**src/rtl/membus_pkg.sv**
```systemverilog
package membus_pkg;

    localparam int ADDR_W        = 16;
    localparam int DATA_W        = 8;
    localparam int HI_W          = ADDR_W - DATA_W;
    localparam int LATCH_HALVES  = 4;
    localparam int STROBE_HALVES = 3;
    localparam int MAX_HALVES    = (LATCH_HALVES > STROBE_HALVES) ? LATCH_HALVES : STROBE_HALVES;
    localparam int CNT_W         = $clog2(MAX_HALVES);

    localparam logic [ADDR_W-1:0] INT_PROG_LAST = 16'h3FFF;
    localparam logic [DATA_W-1:0] STUB_SALT     = 8'h5A;

    typedef enum logic [1:0] {
        K_FETCH = 2'd0,
        K_READ  = 2'd1,
        K_WRITE = 2'd2,
        K_READ2 = 2'd3
    } kind_e;

    typedef enum logic [1:0] {
        ST_IDLE   = 2'd0,
        ST_LATCH  = 2'd1,
        ST_STROBE = 2'd2,
        ST_DONE   = 2'd3
    } seq_e;

    typedef struct packed {
        kind_e             kind;
        logic [ADDR_W-1:0] addr;
        logic [DATA_W-1:0] wdata;
    } req_t;

    typedef struct packed {
        logic              ale;
        logic              rd_n;
        logic              wr_n;
        logic              ad_oe;
        logic [DATA_W-1:0] ad_out;
        logic [HI_W-1:0]   a_hi;
    } pins_t;

    localparam pins_t PINS_RESET = '{ale: 1'b0, rd_n: 1'b1, wr_n: 1'b1, ad_oe: 1'b0,
                                     ad_out: '0, a_hi: '0};

    function automatic logic is_write(kind_e k);
        return k == K_WRITE;
    endfunction

    function automatic logic [DATA_W-1:0] rom_stub(logic [ADDR_W-1:0] a);
        return a[DATA_W-1:0] ^ a[ADDR_W-1:DATA_W] ^ STUB_SALT;
    endfunction

    // Pin levels for a given sequencer position; registered by the caller.
    function automatic pins_t pins_for(seq_e st, logic [CNT_W-1:0] cnt, req_t r, logic ext);
        pins_t p;
        logic  wr;
        wr       = is_write(r.kind);
        p        = PINS_RESET;
        p.a_hi   = r.addr[ADDR_W-1:DATA_W];
        case (st)
            ST_LATCH: begin
                p.ale    = (cnt < CNT_W'(LATCH_HALVES - 1));
                p.ad_oe  = 1'b1;
                p.ad_out = r.addr[DATA_W-1:0];
            end
            ST_STROBE: begin
                p.rd_n   = wr;
                p.wr_n   = !wr;
                p.ad_oe  = wr;
                p.ad_out = wr ? r.wdata : '0;
            end
            ST_DONE: begin
                p.ad_oe  = wr && ext;
                p.ad_out = (wr && ext) ? r.wdata : '0;
            end
            default: ;
        endcase
        return p;
    endfunction

endpackage

```
**src/rtl/membus_route.sv**
```systemverilog
module membus_route
    import membus_pkg::*;
(
    input  kind_e             kind,
    input  logic [ADDR_W-1:0] addr,
    input  logic              int_prog_en,
    output logic              go_ext,
    output logic [DATA_W-1:0] stub_data
);

    logic in_int_window;

    always_comb begin
        in_int_window = (addr <= INT_PROG_LAST);
        go_ext        = !((kind == K_FETCH) && int_prog_en && in_int_window);
        stub_data     = rom_stub(addr);
    end

endmodule

```
**src/rtl/membus_seq.sv**
```systemverilog
module membus_seq
    import membus_pkg::*;
(
    input  logic             clk,
    input  logic             rst,
    input  logic             start,
    input  logic             go_ext,
    output seq_e             st,
    output logic [CNT_W-1:0] cnt,
    output seq_e             st_d,
    output logic [CNT_W-1:0] cnt_d
);

    localparam logic [CNT_W-1:0] LATCH_LAST  = CNT_W'(LATCH_HALVES - 1);
    localparam logic [CNT_W-1:0] STROBE_LAST = CNT_W'(STROBE_HALVES - 1);

    always_comb begin
        st_d  = st;
        cnt_d = cnt;
        case (st)
            ST_IDLE: begin
                if (start) begin
                    st_d  = go_ext ? ST_LATCH : ST_DONE;
                    cnt_d = '0;
                end
            end
            ST_LATCH: begin
                if (cnt == LATCH_LAST) begin
                    st_d  = ST_STROBE;
                    cnt_d = '0;
                end else begin
                    cnt_d = cnt + 1'b1;
                end
            end
            ST_STROBE: begin
                if (cnt == STROBE_LAST) begin
                    st_d  = ST_DONE;
                    cnt_d = '0;
                end else begin
                    cnt_d = cnt + 1'b1;
                end
            end
            default: begin
                st_d  = ST_IDLE;
                cnt_d = '0;
            end
        endcase
    end

    always_ff @(posedge clk) begin
        if (rst) begin
            st  <= ST_IDLE;
            cnt <= '0;
        end else begin
            st  <= st_d;
            cnt <= cnt_d;
        end
    end

endmodule

```
**src/rtl/membus_pins.sv**
```systemverilog
module membus_pins
    import membus_pkg::*;
(
    input  logic              clk,
    input  logic              rst,
    input  seq_e              st_d,
    input  logic [CNT_W-1:0]  cnt_d,
    input  req_t              req_d,
    input  logic              ext_d,
    input  seq_e              st,
    input  logic [CNT_W-1:0]  cnt,
    input  req_t              req_q,
    input  logic              start,
    input  logic              go_ext,
    input  logic [DATA_W-1:0] stub_data,
    input  logic [DATA_W-1:0] ad_in,
    output pins_t             pins_q,
    output logic              done_q,
    output logic [DATA_W-1:0] rdata_q
);

    localparam logic [CNT_W-1:0] STROBE_LAST = CNT_W'(STROBE_HALVES - 1);

    logic capture_ext;
    logic capture_int;

    always_comb begin
        capture_ext = (st == ST_STROBE) && (cnt == STROBE_LAST) && !is_write(req_q.kind);
        capture_int = start && !go_ext;
    end

    always_ff @(posedge clk) begin
        if (rst) begin
            pins_q  <= PINS_RESET;
            done_q  <= 1'b0;
            rdata_q <= '0;
        end else begin
            pins_q <= pins_for(st_d, cnt_d, req_d, ext_d);
            done_q <= (st_d == ST_DONE);
            if (capture_int) begin
                rdata_q <= stub_data;
            end else if (capture_ext) begin
                rdata_q <= ad_in;
            end
        end
    end

endmodule

```
**src/rtl/membus_if.sv**
```systemverilog
module membus_if
    import membus_pkg::*;
(
    input  logic              clk,
    input  logic              rst,
    input  logic              req_valid,
    input  logic [1:0]        req_kind,
    input  logic [ADDR_W-1:0] req_addr,
    input  logic [DATA_W-1:0] req_wdata,
    input  logic              int_prog_en,
    output logic              done,
    output logic [DATA_W-1:0] rdata,
    output logic              ale,
    output logic              rd_n,
    output logic              wr_n,
    output logic [DATA_W-1:0] ad_out,
    output logic              ad_oe,
    input  logic [DATA_W-1:0] ad_in,
    output logic [HI_W-1:0]   a_hi
);

    kind_e             kind_in;
    req_t              req_q;
    req_t              req_d;
    logic              ext_q;
    logic              ext_d;
    seq_e              st;
    seq_e              st_d;
    logic [CNT_W-1:0]  cnt;
    logic [CNT_W-1:0]  cnt_d;
    logic              start;
    logic              go_ext;
    logic [DATA_W-1:0] stub_data;
    pins_t             pins_q;

    assign kind_in = kind_e'(req_kind);
    assign start   = req_valid && (st == ST_IDLE);

    membus_route u_route (
        .kind        (kind_in),
        .addr        (req_addr),
        .int_prog_en (int_prog_en),
        .go_ext      (go_ext),
        .stub_data   (stub_data)
    );

    membus_seq u_seq (
        .clk    (clk),
        .rst    (rst),
        .start  (start),
        .go_ext (go_ext),
        .st     (st),
        .cnt    (cnt),
        .st_d   (st_d),
        .cnt_d  (cnt_d)
    );

    always_comb begin
        req_d = req_q;
        ext_d = ext_q;
        if (start) begin
            req_d.kind  = kind_in;
            req_d.addr  = req_addr;
            req_d.wdata = req_wdata;
            ext_d       = go_ext;
        end
    end

    always_ff @(posedge clk) begin
        if (rst) begin
            req_q <= '{kind: K_FETCH, addr: '0, wdata: '0};
            ext_q <= 1'b0;
        end else begin
            req_q <= req_d;
            ext_q <= ext_d;
        end
    end

    membus_pins u_pins (
        .clk       (clk),
        .rst       (rst),
        .st_d      (st_d),
        .cnt_d     (cnt_d),
        .req_d     (req_d),
        .ext_d     (ext_d),
        .st        (st),
        .cnt       (cnt),
        .req_q     (req_q),
        .start     (start),
        .go_ext    (go_ext),
        .stub_data (stub_data),
        .ad_in     (ad_in),
        .pins_q    (pins_q),
        .done_q    (done),
        .rdata_q   (rdata)
    );

    assign ale    = pins_q.ale;
    assign rd_n   = pins_q.rd_n;
    assign wr_n   = pins_q.wr_n;
    assign ad_oe  = pins_q.ad_oe;
    assign ad_out = pins_q.ad_out;
    assign a_hi   = pins_q.a_hi;

endmodule

```
**config.mk**
```make
export PLATFORM = sky130hd
export DESIGN_NAME = membus_if
export DESIGN_NICKNAME = d
export VERILOG_FILES = /design/src/rtl/membus_pkg.sv /design/src/rtl/membus_route.sv /design/src/rtl/membus_seq.sv /design/src/rtl/membus_pins.sv /design/src/rtl/membus_if.sv
export SDC_FILE = /design/constraint.sdc
export NUM_CORES = 1
export LEC_CHECK = 0
export ABC_AREA = 1
export BUFFER_PORTS_ARGS = -buffer_cell sky130_fd_sc_hd__buf_2
export CORE_MARGIN = 10
export CORE_UTILIZATION = 45
export CTS_CLUSTER_SIZE = 8
export DETAILED_ROUTE_END_ITERATION = 8
export PLACE_DENSITY = 0.71
export SYNTH_ARGS = -nofsm -noshare
export SYNTH_HDL_FRONTEND = slang
export SYNTH_SLANG_ARGS = --single-unit
```
**constraint.sdc**
```tcl
create_clock -name clk -period 1.8 [get_ports clk]
set_clock_uncertainty 0.1 [all_clocks]
set_input_delay 0.09 -clock clk [delete_from_list [all_inputs] [get_ports clk]]
set_output_delay 0.09 -clock clk [all_outputs]
set_load 0.02 [all_outputs]
```
==> run metrics <==
status complete, no violations; Fin. Hold Viols 0; CTS root buffer clkbuf_8; CTS Buf Count 5; Slew Limit Fails 0; clock share of power 36.5%; Finished Layout Cells 460; Seq/Total Area, Yosys 44.7%; Setup Viol. Count Final 0; core area 5070 sq um; CP max FO 16; Via Count 2167; first-pass GRT wire length 10.2 mm; worst slew pin tran 0.358 ns; max-cap viol count 0; Critical Path Source Type flip-flop; VDD IR-drop max 0.493 mV; number of H-tree levels 2; register share of total power 47.1%; Most used DFF post-synth dfxtp_1; Lkg Pwr 0.00146 uW; initial antenna violation count 0; Top delay family on crit path simple AND/OR/NAND/NOR gates; crit end category flip-flop; unrepaired setup endpoints after global routing no; Area Growth Syn to Fin 28.9%; worst skew pair latency 0.31 ns; HP Class in -> reg; clock-pin slew on the worst setup and hold paths 0.10 ns; grt total ovfl 0; CTS Buffer Depth 2; period utilization 89.8%; CP bufs+invs 2; Setup CP Type reg -> reg; total global-route track usage 14.5%; ys async rst share 0%; CTS tree done; Routed Antenna Nets 0; Num Clock Sinks 52; part of the power in combinational logic 16.4%; Pre-antenna DRT Iters 5; residual DRC count 0; Syn Area/Cell 7.57 sq um; leading cell type in the layout, fill and taps excluded nand2_1; CP max-delay cell dfxtp_1; commonest cells after routing, fill and taps aside nand2_1 (68), buf_2 (66), dfxtp_1 (52), nor2_1 (31); Ports 67; Wirelength per Cell 13.2 um; initial core utilization 45.9%; Tmin final 1.62 ns; Switching Share 26.4%; Worst Path Arrival 1.76 ns; GP Congestion 0.927; die width 92.0 um; Post-synth EDFFs 0; vias in the first global route 2104; num rows 26; worst relative slew slack 76.2%; vias per cell 4.71; Detailed Route WL 6.09 mm; ANT cells 0; Cell Int Power 1940 uW; slowest stage delay, CP 0.38 ns; sw power 694 uW; setup TNS 0 ns; Cell variety after synth 27; CP dominant cell by count nand2_1; Worst Path Required 1.94 ns; YS warnings 0; die height 92.0 um; Fmax 618 MHz; area leader, netlist dfxtp_1; HPWL Detailed 4.44 mm; share of the synthesized area in the top cell type 44.7%; die area 8460 sq um; placed instance count 432; First DRT Iteration DRCs 120; share of cells above drive strength 1 25.4%; #FFs+latches synth 52; Post-Syn Area 2330 sq um; Fill cells 487; Pwr Density 877 nW/um^2; worst-path cell chain nor2_4 > nand2_4 > clkinv_1 > buf_4 > nand2_1 > nand2_1 > nand2_1 > a21oi_1; Port Buffer Count 66; Area contributors post-synth dfxtp_1 (45%), nand2_1 (11%), a21oi_1 (6.4%), nor2_1 (5.0%), inv_1 (4.8%); largest net degree at the start of global routing 19; Total Nets Final 431; Syn Nets 350; Post-Syn Instances 308
## through the flow
step	hold WS [ns]	setup slack (ns)	power (uW)	utilization [%]	cell area (sq um)
detailed placement	0.243	0.144	1660	52.5	2670
CTS	0.00697	0.110	2650	58.8	2980
finish	0.00681	0.183	2630	59.2	3000
global route	0.0190	0.00898	2770	59.2	3000
global placement	0.246	0.191	1660	52.5	2670
floorplan	0.136	0.312	1560	-	2330
## timing repair
action | CTS | global route
endpoints found under the setup margin | 0 | 8
buffers inserted | 0 | 2
gates resized for setup | 0 | 1
hold endpoints to repair | 18 | 0
hold buffers | 18 | 0
## sequential cells by signal (all words and copies together) (netlist names)
name,cells
u_pins.rdata_q,8
u_pins.done_q,1
req_q,26
u_seq.st,2
u_pins.pins_q,12
u_seq.cnt,2
ext_q,1
## kinds of logic (layout without fill, tap and decap cells)
group | Yosys count | after routing | synth area share (%)
adders and majority gates | 4 | 4 | 2.15
and+or+nand+nor | 137 | 137 | 27.0
xor gates and xnor gates | 7 | 7 | 2.63
DFF | 52 | 52 | 44.7
buffers and inverters | 52 | 134 | 11.1
AOI/OAI and AO/OA | 56 | 56 | 12.5
## Yosys cell counts (3+ instances only)
library cell / number
nand4_1: 8
nand3_2: 3
o21ai_1: 11
ha_1: 4
nand3_1: 15
xor2_1: 3
dfxtp_1: 52
clkbuf_1: 4
buf_4: 8
buf_2: 3
inv_1: 30
nor2_1: 31
buf_6: 4
nor2_4: 4
o21ai_0: 12
nor2_2: 3
xnor2_1: 4
a21oi_1: 30
nand2_1: 68
## layer usage
metal / vias up / GRT usage, % / wire length (um)
met1: 959 / 18.0 / 2840
met5: - / 0 / 0
met4: 0 / 4.37 / 113
li1: 1136 / - / -
met3: 9 / 5.54 / 435
met2: 63 / 22.9 / 2700
## worst min-delay path, cell delays in order
cell,delay (ns)
buf_2,0.09
inv_1,0.04
o21ai_1,0.08
inv_1,0.05
nor2_1,0.03
## final timing paths
path | endpoint | cells after the start | startpoint | slack, ns
worst min register to register | req_q[12] | 2 | req_q[12] | 0.38
worst max register to register | u_pins.pins_q[8] | 8 | u_seq.st[0] | 0.18
worst max-delay path | u_pins.pins_q[8] | 8 | u_seq.st[0] | 0.18
worst min-delay path | req_q[6] | 5 | req_wdata[6] | 0.007
## cell type report
class	instances	area, sq um	area share (%)
Inverter	33	124	4.12
Clock buffer	5	68.8	2.29
Timing Repair Buffer	93	578	19.2
Tap cell	70	87.6	2.92
Clock inverter	3	68.8	2.29
Sequential cell	52	1040	34.7
Multi-Input combinational cell	204	1040	34.5
## power groups by stage
stage               Sequential [uW]  Clock (uW)  Combinational (uW)
floorplan                      1280           0                 282
global placement               1270           0                 393
detailed placement             1270           0                 398
CTS                            1240         977                 431
global route                   1250        1030                 484
finish                         1240         962                 433
No activity file was read; power rests on OpenSTA's default activity.
